## config.mk

```make
export PLATFORM = sky130hd
export DESIGN_NAME = muldiv_mac
export DESIGN_NICKNAME = d
export VERILOG_FILES = /design/src/rtl/muldiv_pkg.sv /design/src/rtl/muldiv_mult.sv /design/src/rtl/muldiv_div.sv /design/src/rtl/muldiv_acc.sv /design/src/rtl/muldiv_mac.sv
export SDC_FILE = /design/constraint.sdc
export NUM_CORES = 1
export LEC_CHECK = 0
export BUFFER_PORTS_ARGS = -buffer_cell sky130_fd_sc_hd__buf_4
export CELL_PAD_IN_SITES_DETAIL_PLACEMENT = 2
export CELL_PAD_IN_SITES_GLOBAL_PLACEMENT = 2
export CORE_ASPECT_RATIO = 1.5
export CORE_MARGIN = 3
export CORE_UTILIZATION = 30
export DETAILED_ROUTE_END_ITERATION = 7
export GPL_ROUTABILITY_DRIVEN = 0
export PLACE_DENSITY = 0.61
export SETUP_SLACK_MARGIN = 0.1
export SLEW_MARGIN = 10
export SYNTH_ARGS = -nofsm -noshare
export SYNTH_HDL_FRONTEND = slang
export SYNTH_HIERARCHICAL = 1
export SYNTH_SLANG_ARGS = --single-unit
```

## constraint.sdc

```tcl
create_clock -name clk_i -period 10.78 [get_ports clk_i]
set_clock_uncertainty 0.2 [all_clocks]
set_input_delay 2.156 -clock clk_i [delete_from_list [all_inputs] [get_ports clk_i]]
set_output_delay 2.156 -clock clk_i [all_outputs]
set_load 0.02 [all_outputs]
```

## src/rtl/muldiv_pkg.sv

```systemverilog
package muldiv_pkg;

  typedef enum logic [1:0] {
    MODE_UMUL = 2'd0,
    MODE_SMUL = 2'd1,
    MODE_MAC  = 2'd2,
    MODE_DIV  = 2'd3
  } mode_e;

  typedef enum logic [2:0] {
    ST_IDLE,
    ST_MUL,
    ST_MAC1,
    ST_MAC2,
    ST_DIV
  } state_e;

  localparam logic [2:0] ADR_OPA   = 3'd0;
  localparam logic [2:0] ADR_OPB   = 3'd1;
  localparam logic [2:0] ADR_CTRL  = 3'd2;
  localparam logic [2:0] ADR_RES_L = 3'd3;
  localparam logic [2:0] ADR_RES_H = 3'd4;
  localparam logic [2:0] ADR_STAT  = 3'd5;
  localparam logic [2:0] ADR_ACC_L = 3'd6;
  localparam logic [2:0] ADR_ACC_H = 3'd7;

  localparam int CLR_BIT = 4;

endpackage

```

## src/rtl/muldiv_mult.sv

```systemverilog
module muldiv_mult #(
  parameter int DW = 16
) (
  input  logic [DW-1:0]   a_i,
  input  logic [DW-1:0]   b_i,
  input  logic            signed_i,
  output logic [2*DW-1:0] prod_o
);

  logic signed [DW:0]     a_x, b_x;
  logic signed [2*DW-1:0] a_w, b_w;

  assign a_x = {signed_i & a_i[DW-1], a_i};
  assign b_x = {signed_i & b_i[DW-1], b_i};
  // low 2*DW bits are exact for both signednesses
  assign a_w = {{(DW-1){a_x[DW]}}, a_x};
  assign b_w = {{(DW-1){b_x[DW]}}, b_x};
  assign prod_o = a_w * b_w;

endmodule

```

## src/rtl/muldiv_div.sv

```systemverilog
module muldiv_div #(
  parameter int DW = 16
) (
  input  logic          clk_i,
  input  logic          rst_ni,
  input  logic          start_i,
  input  logic [DW-1:0] dividend_i,
  input  logic [DW-1:0] divisor_i,
  output logic          last_o,
  output logic [DW-1:0] quo_o,
  output logic [DW-1:0] rem_o
);

  localparam int CW = $clog2(DW);

  logic [DW-1:0] quo_q, rem_q, dvs_q;
  logic [CW-1:0] cnt_q;
  logic          run_q;
  logic [DW:0]   shifted, diff;
  logic          neg;

  assign shifted = {rem_q, quo_q[DW-1]};
  assign diff    = shifted - {1'b0, dvs_q};
  assign neg     = diff[DW];
  // restore on negative trial; zero divisor naturally yields all-ones / dividend
  assign rem_o   = neg ? shifted[DW-1:0] : diff[DW-1:0];
  assign quo_o   = {quo_q[DW-2:0], ~neg};
  assign last_o  = run_q && (cnt_q == CW'(DW-1));

  always_ff @(posedge clk_i or negedge rst_ni) begin
    if (!rst_ni) begin
      quo_q <= '0;
      rem_q <= '0;
      dvs_q <= '0;
      cnt_q <= '0;
      run_q <= 1'b0;
    end else if (start_i) begin
      quo_q <= dividend_i;
      rem_q <= '0;
      dvs_q <= divisor_i;
      cnt_q <= '0;
      run_q <= 1'b1;
    end else if (run_q) begin
      quo_q <= quo_o;
      rem_q <= rem_o;
      cnt_q <= cnt_q + 1'b1;
      if (last_o) run_q <= 1'b0;
    end
  end

endmodule

```

## src/rtl/muldiv_acc.sv

```systemverilog
module muldiv_acc #(
  parameter int W = 32
) (
  input  logic         clk_i,
  input  logic         rst_ni,
  input  logic         clr_i,
  input  logic         add_i,
  input  logic [W-1:0] addend_i,
  output logic [W-1:0] acc_o,
  output logic [W-1:0] sum_o,
  output logic         ovf_o
);

  logic [W-1:0] acc_q;
  logic         ovf_q, ovf_now;

  assign sum_o   = acc_q + addend_i;
  assign ovf_now = (acc_q[W-1] == addend_i[W-1]) && (sum_o[W-1] != acc_q[W-1]);
  assign acc_o   = acc_q;
  assign ovf_o   = ovf_q;

  always_ff @(posedge clk_i or negedge rst_ni) begin
    if (!rst_ni) begin
      acc_q <= '0;
      ovf_q <= 1'b0;
    end else if (clr_i) begin
      acc_q <= '0;
      ovf_q <= 1'b0;
    end else if (add_i) begin
      acc_q <= sum_o;
      if (ovf_now) ovf_q <= 1'b1;
    end
  end

endmodule

```

## src/rtl/muldiv_mac.sv

```systemverilog
module muldiv_mac
  import muldiv_pkg::*;
#(
  parameter int DW = 16
) (
  input  logic          clk_i,
  input  logic          rst_ni,
  input  logic          wr_en_i,
  input  logic [2:0]    addr_i,
  input  logic [DW-1:0] wdata_i,
  output logic [DW-1:0] rdata_o,
  output logic          busy_o
);

  localparam int RW = 2 * DW;

  logic [DW-1:0] op_a_q, op_b_q;
  mode_e         mode_q;
  state_e        state_q;
  logic [RW-1:0] res_q, prod_q, prod, acc, acc_sum;
  logic          dz_q, ovf;
  logic          wr_a, wr_b, wr_c, start_w, clr_w;
  logic          div_last;
  logic [DW-1:0] div_quo, div_rem;

  assign busy_o  = (state_q != ST_IDLE);
  assign wr_a    = wr_en_i && !busy_o && (addr_i == ADR_OPA);
  assign wr_b    = wr_en_i && !busy_o && (addr_i == ADR_OPB);
  assign wr_c    = wr_en_i && !busy_o && (addr_i == ADR_CTRL);
  assign start_w = wr_b;
  assign clr_w   = wr_c && wdata_i[CLR_BIT];

  muldiv_mult #(.DW(DW)) u_mult (
    .a_i      (op_a_q),
    .b_i      (op_b_q),
    .signed_i (mode_q != MODE_UMUL),
    .prod_o   (prod)
  );

  muldiv_div #(.DW(DW)) u_div (
    .clk_i      (clk_i),
    .rst_ni     (rst_ni),
    .start_i    (start_w && (mode_q == MODE_DIV)),
    .dividend_i (op_a_q),
    .divisor_i  (wdata_i),
    .last_o     (div_last),
    .quo_o      (div_quo),
    .rem_o      (div_rem)
  );

  muldiv_acc #(.W(RW)) u_acc (
    .clk_i    (clk_i),
    .rst_ni   (rst_ni),
    .clr_i    (clr_w),
    .add_i    (state_q == ST_MAC2),
    .addend_i (prod_q),
    .acc_o    (acc),
    .sum_o    (acc_sum),
    .ovf_o    (ovf)
  );

  always_ff @(posedge clk_i or negedge rst_ni) begin
    if (!rst_ni) begin
      op_a_q  <= '0;
      op_b_q  <= '0;
      mode_q  <= MODE_UMUL;
      state_q <= ST_IDLE;
      res_q   <= '0;
      prod_q  <= '0;
      dz_q    <= 1'b0;
    end else begin
      if (wr_a) op_a_q <= wdata_i;
      if (wr_b) op_b_q <= wdata_i;
      if (wr_c) mode_q <= mode_e'(wdata_i[1:0]);
      if (clr_w) dz_q <= 1'b0;
      unique case (state_q)
        ST_IDLE: if (start_w) begin
          unique case (mode_q)
            MODE_UMUL, MODE_SMUL: state_q <= ST_MUL;
            MODE_MAC:             state_q <= ST_MAC1;
            default: begin
              state_q <= ST_DIV;
              if (wdata_i == '0) dz_q <= 1'b1;
            end
          endcase
        end
        ST_MUL: begin
          res_q   <= prod;
          state_q <= ST_IDLE;
        end
        ST_MAC1: begin
          prod_q  <= prod;
          state_q <= ST_MAC2;
        end
        ST_MAC2: begin
          res_q   <= acc_sum;
          state_q <= ST_IDLE;
        end
        ST_DIV: if (div_last) begin
          res_q   <= {div_rem, div_quo};
          state_q <= ST_IDLE;
        end
        default: state_q <= ST_IDLE;
      endcase
    end
  end

  always_comb begin
    unique case (addr_i)
      ADR_OPA:   rdata_o = op_a_q;
      ADR_OPB:   rdata_o = op_b_q;
      ADR_CTRL:  rdata_o = {{(DW-2){1'b0}}, mode_q};
      ADR_RES_L: rdata_o = res_q[DW-1:0];
      ADR_RES_H: rdata_o = res_q[RW-1:DW];
      ADR_STAT:  rdata_o = {{(DW-3){1'b0}}, ovf, dz_q, busy_o};
      ADR_ACC_L: rdata_o = acc[DW-1:0];
      default:   rdata_o = acc[RW-1:DW];
    endcase
  end

endmodule

```

# Yosys cells after proc, flatten, opt, wreduce, memory -nomap -nowiden
# Cells that the tools add are included.
dict set report word_totals {
  in_bits 22
  reg_bits 188
  out_inout_bits 17
  elab_cells 90
}
dict set report classes {
  n_eq_ne 18
  mul 1
  n_reduce_logical 24
  n_addsub 3
  mux 27
  n_bitwise 3
}
# op count
set op_table {}
lappend op_table {{16-bit one-hot mux with 7 select lines} 1}
lappend op_table {{32-bit 2-to-1 mux} 3}
lappend op_table {{32-bit one-hot mux with 3 select lines} 1}
lappend op_table {{16-bit 2-to-1 mux} 5}
lappend op_table {{32-bit adder} 1}
lappend op_table {{17-bit by 17-bit multiplier with 32-bit output} 1}
lappend op_table {{17-bit by 16-bit subtractor with 17-bit output} 1}
lappend op_table {{16-bit logical NOT} 1}
lappend op_table {{3-bit by 2-bit equality test with 1-bit output (second input constant)} 4}
lappend op_table {{3-bit equality test (second input constant)} 4}
lappend op_table {{1-bit 2-to-1 mux} 11}
lappend op_table {{3-bit one-hot mux with 3 select lines} 1}
lappend op_table {{1-bit logical AND} 8}
lappend op_table {{4-bit 2-to-1 mux} 2}
lappend op_table {{2-bit nonzero test} 4}
lappend op_table {{3-bit by 1-bit equality test with 1-bit output (second input constant)} 2}
lappend op_table {{3-bit logical NOT} 2}
lappend op_table {{3-bit 2-to-1 mux} 2}
lappend op_table {{3-bit one-hot mux with 2 select lines} 1}
lappend op_table {{2-bit AND reduction} 3}
lappend op_table {{3-bit nonzero test} 2}
lappend op_table {{4-bit by 1-bit adder with 4-bit output (second input constant)} 1}
lappend op_table {{2-bit equality test (second input constant)} 2}
lappend op_table {{4-bit equality test (second input constant)} 1}
lappend op_table {{other kinds (10)} 12}

# Logic depth before layout (Yosys ltp)
dict set report logic_depth {
  word_depth 10
  depth_mapped 27
  depth_no_buf 26
}

# Modules after synthesis
# The synthesis kept the hierarchy.
# module area_each_um2 cells_each n_inst seq_area_each_um2
set by_module_without_submodules {}
lappend by_module_without_submodules {muldiv_mult 10527.6 1175 1 0.0}
lappend by_module_without_submodules {muldiv_mac 5268.8 495 1 2552.4}
lappend by_module_without_submodules {muldiv_div 3472.1 393 1 1326.3}
lappend by_module_without_submodules {muldiv_acc 3253.1 379 1 825.8}

# Worst setup path before layout
# No wires, ideal clock.
dict set report synth_timing {
  kind {flip-flop to flip-flop}
  startpoint {reg op_b_q[6]}
  endpoint {reg prod_q[31]}
  stages_incl_launch_ff 25
  arrival_time_ps 5991
  required_ps 10455
  synth_period_minus_slack_ps 6316
  n_path_buf 2
  setup_time_ps 125
  setup_slack_ps 4464
  path_cell_list {dfrtp_1 -> clkbuf_1 -> clkbuf_1 -> nand2_1 -> fa_1 -> inv_1 -> fa_1 -> inv_1 -> fa_1 -> inv_1 -> fa_1 -> fa_1 -> inv_1 -> fa_1 -> inv_1 -> ha_1 -> a21o_1 -> o41ai_1 -> o31ai_1 -> and4b_1 -> o21ai_0 -> a31oi_1 -> mux2i_1 -> nand4_1 -> mux2_2}
}
dict set report synth_between {
  elab_chain_len 1
}
# item line_no
set synth_lines {}
lappend synth_lines {{start, declared} muldiv_mac.sv:17} ;# logic [DW-1:0] op_a_q, op_b_q;
lappend synth_lines {{start signal, assigned} muldiv_mac.sv:73} ;# if (wr_b) op_b_q <= wdata_i;
lappend synth_lines {{17-bit by 17-bit multiplier with 32-bit output} muldiv_mult.sv:18} ;# assign prod_o = a_w * b_w;
lappend synth_lines {{net prod[31]} muldiv_mac.sv:20} ;# logic [RW-1:0] res_q, prod_q, prod, acc, acc_sum;
lappend synth_lines {{end signal, assigned} muldiv_mac.sv:92} ;# prod_q <= prod;
lappend synth_lines {{end, declared} muldiv_mac.sv:20}
# The timed path passes the listed nets, and every way through them passes these cells.
# A chain may end at the register's enable or synchronous reset.

# Worst setup path in the final report
dict set report layout_timing {
  startpoint {reg op_b_q[5]}
  endpoint {reg prod_q[31]}
}
# The elaborated chain is that of the path after synthesis.

==> flow_summary.ini <==
[setup_path]
crit_arrival_ps = 7610
cp-start-kind = register
r2r_cells = 23
crit_path_end_kind = register
crit_buf_inv = 5
slowest_stage = dfrtp_1
crit_family = adder cells
cp_slowest_stage_delay_ps = 960
crit_required_ps = 10930
crit_type = register to register
crit_path_frequent_cell = fa_1
path_max_fanout = 20
cp.depth = 23
critical_path.cell_chain = nand2_1 -> fa_1 -> inv_1 -> fa_1 -> inv_1 -> fa_1 -> inv_1 -> fa_1 -> fa_1 -> inv_1 -> fa_1 -> inv_1 -> ha_1 -> nand2_1 -> nor2_1 -> nand2_1 -> o31ai_1 -> and4b_1 -> o21ai_0 -> a31oi_1 -> mux2i_1 -> nand4_1 -> mux2_2

[timing]
rsz0062_at_grt = false
drv_slew = 0
tns_ps = 0
timing.fmax_mhz = 134.1
tightest_slew_ps = 1110
finalCritPeriodShare_pct = 69.20
finalHoldViolCount = 0
timing.final.setup_violations = 0
slew_headroom_pct = 25.97
min_period_ps = 7460

[cts]
h-tree-depth = 4
cts_buffers = 17
clk_pin_slew_ps = 80
cts_tree = yes
cts_setup_buffers = 0
post_cts_resized = 0
clk_latency_ps = 470
ctsHoldBuffers = 0
cts-root-buf = clkbuf_16
cts_max_path_buffers = 2
cts.sinks = 188

[logic_synthesis]
synth_seq_cells = 188
syn_nets = 2878
syn_area_per_cell_sq_um = 9.223
synth_cell_types = 96
yosysTopAreaCell = fa_1
yosysMostFrequentCell = inv_1
ys.flop_type = dfrtp_1
synth_area_leaders = fa_1 (25%), dfrtp_1 (21%), ha_1 (7.2%)
synthDominantCellAreaShare_pct = 25.24
syn_area_sq_um = 22520
synth_edf_count = 0
synth_top_cells_by_count = inv_1 (370), nand2_1 (287), fa_1 (284)
synthCells = 2442
synth_warnings = 6
synth_seq_area_share_pct = 20.89
synthArstFlopShare_pct = 100.0

[cells_and_area]
nets = 2838
fin_util_pct = 32.85
fillers = 8204
synthToLayoutAreaGrowth_pct = 8.000
drive_above_1_share_pct = 9.648
multi_input_area_sq_um = 15800
ff_latch_area_sq_um = 4706

[routing]
via_count = 17550
firstDrtPassIters = 4
drtIter0Drc = 698
wirelength_microns = 83060
drtAntennaViolNets = 0
wl_per_cell_microns = 24.36
drt-vias-per-instance = 5.148
remaining_drc_errors = 0

[floorplanning]
core_sq_um = 74030
initial_core_util_pct = 30.42
dieArea_sq_um = 78460
fp.dieW_microns = 229.7
die_y_microns = 341.6
num_rows = 122
io_pins = 39

[hold_path]
hold_path_class = register to register
min_delay_path_depth = 1

[power]
p_leak_nw = 11.84
power_density_nw_per_um2 = 59.73
vdd.ir_drop.worst_v = 0.0001090

[placement]
hpwlAfterDp_microns = 66570
portBuffers = 38

[flow_run]
drv_cap = 0

[outcome]
status = finished clean

[grt]
grt_antenna_before_repair = 5
grt_pass1_vias = 20250
grt_first_pass_wirelength_microns = 127600
grt_overflow = 0
track_usage_pct = 21.46
grt_start_max_net_pins = 73
-- final cells by class --
class	instances	share of cell area, %
Clock buffer	19	1.862
Inverter	372	5.751
Antenna cell	2	0.02058
Timing Repair Buffer	75	2.341
Sequential cell	188	19.35
Clock inverter	13	0.6379
Multi-Input combinational cell	1748	64.94
Tap cell	992	5.103
-- state kept, by name, summed over array words and instances (netlist names), 2 cells and up --
name,cells
res_q,32
u_div/rem_q,16
state_q,3
u_div/cnt_q,4
op_a_q,16
u_acc/acc_o,32
u_div/dvs_q,16
prod_q,32
op_b_q,16
u_div/quo_q,16
mode_q,2
-- layer usage --
metal,vias to the layer above,global-route usage (%),part of all wire [%]
met3,78,1.591,1.7
met2,189,41.80,55
met4,0,6.136,2.7
met5,-,0,0
li1,7876,-,-
met1,9405,24.93,40
-- cell families (layout without fill, tap and decap cells) --
group                    Yosys count  after routing  share of synthesized area, %
AND/OR/NAND/NOR                  710            710                         15.21
buffers and inverters            506            479                         9.017
AO/OA/AOI/OAI                    416            416                         13.06
adder cells (fa/ha/maj)          414            414                         32.47
flip-flops                       188            188                         20.89
multiplexers                     130            130                         6.261
XOR/XNOR                          78             78                         3.094
other                              0              2                             0
-- path summary, 6_finish.rpt --
path	startpoint	end	slack [ps]
max in group asynchronous	rst_ni	u_div/run_q$_DFF_PN0_	7480
min in group asynchronous	rst_ni	u_acc/acc_o[3]$_DFFE_PN0P_	1490
worst max register to register	op_b_q[5]$_DFFE_PN0P_	prod_q[31]$_DFFE_PN0N_	3320
worst min-delay path	op_a_q[8]$_DFFE_PN0P_	op_a_q[8]$_DFFE_PN0P_	320
worst min register to register	op_a_q[8]$_DFFE_PN0P_	op_a_q[8]$_DFFE_PN0P_	320
worst max-delay path	op_b_q[5]$_DFFE_PN0P_	prod_q[31]$_DFFE_PN0N_	3320
-- layout by cell type, fill, tap and decap left out, types with 7 or more instances in the layout --
master,instances
inv_1,369
nand2_1,287
fa_1,284
dfrtp_1,187
nor2_1,146
and2_1,134
ha_1,130
a21oi_1,80
buf_4,74
o21ai_0,72
mux2_2,72
xnor2_1,60
mux2i_1,55
a22oi_1,43
a31oi_1,40
nand3_1,26
a21o_1,25
o21a_1,18
clkbuf_16,17
xor2_1,17
and3_1,15
a22o_1,15
nor3_1,13
or2_2,12
o21bai_1,12
o211ai_1,11
nand2b_1,10
nand4_1,10
o221ai_1,9
a221o_1,8
nand3b_1,8
a211oi_1,8
nor2b_1,7
nor4_1,7
-- report_power, final --
group | internal [mW] | switching [mW]
Sequential | 0.705 | 0
Combinational | 0.0162 | 0.0463
Clock | 0.361 | 0.325
Total | 1.08 | 0.371
-- per-stage QoR --
step           hold slack (ps)  cell area, sq um  std cells  power, mW  worst slack (ps)
3_3_place_gp             290.1             23710       3375     0.7816              3520
4_1_cts                  315.8             24320       3407      1.472              3291
3_5_place_dp             299.5             23710       3375     0.7821              3324
6_report                 318.8             24320       3409      1.453              3320
5_1_grt                  329.9             24320       3407      1.504              2938
2_1_floorplan            284.9             22520       2442     0.7409              4464
(Power assumes the default switching activity.)
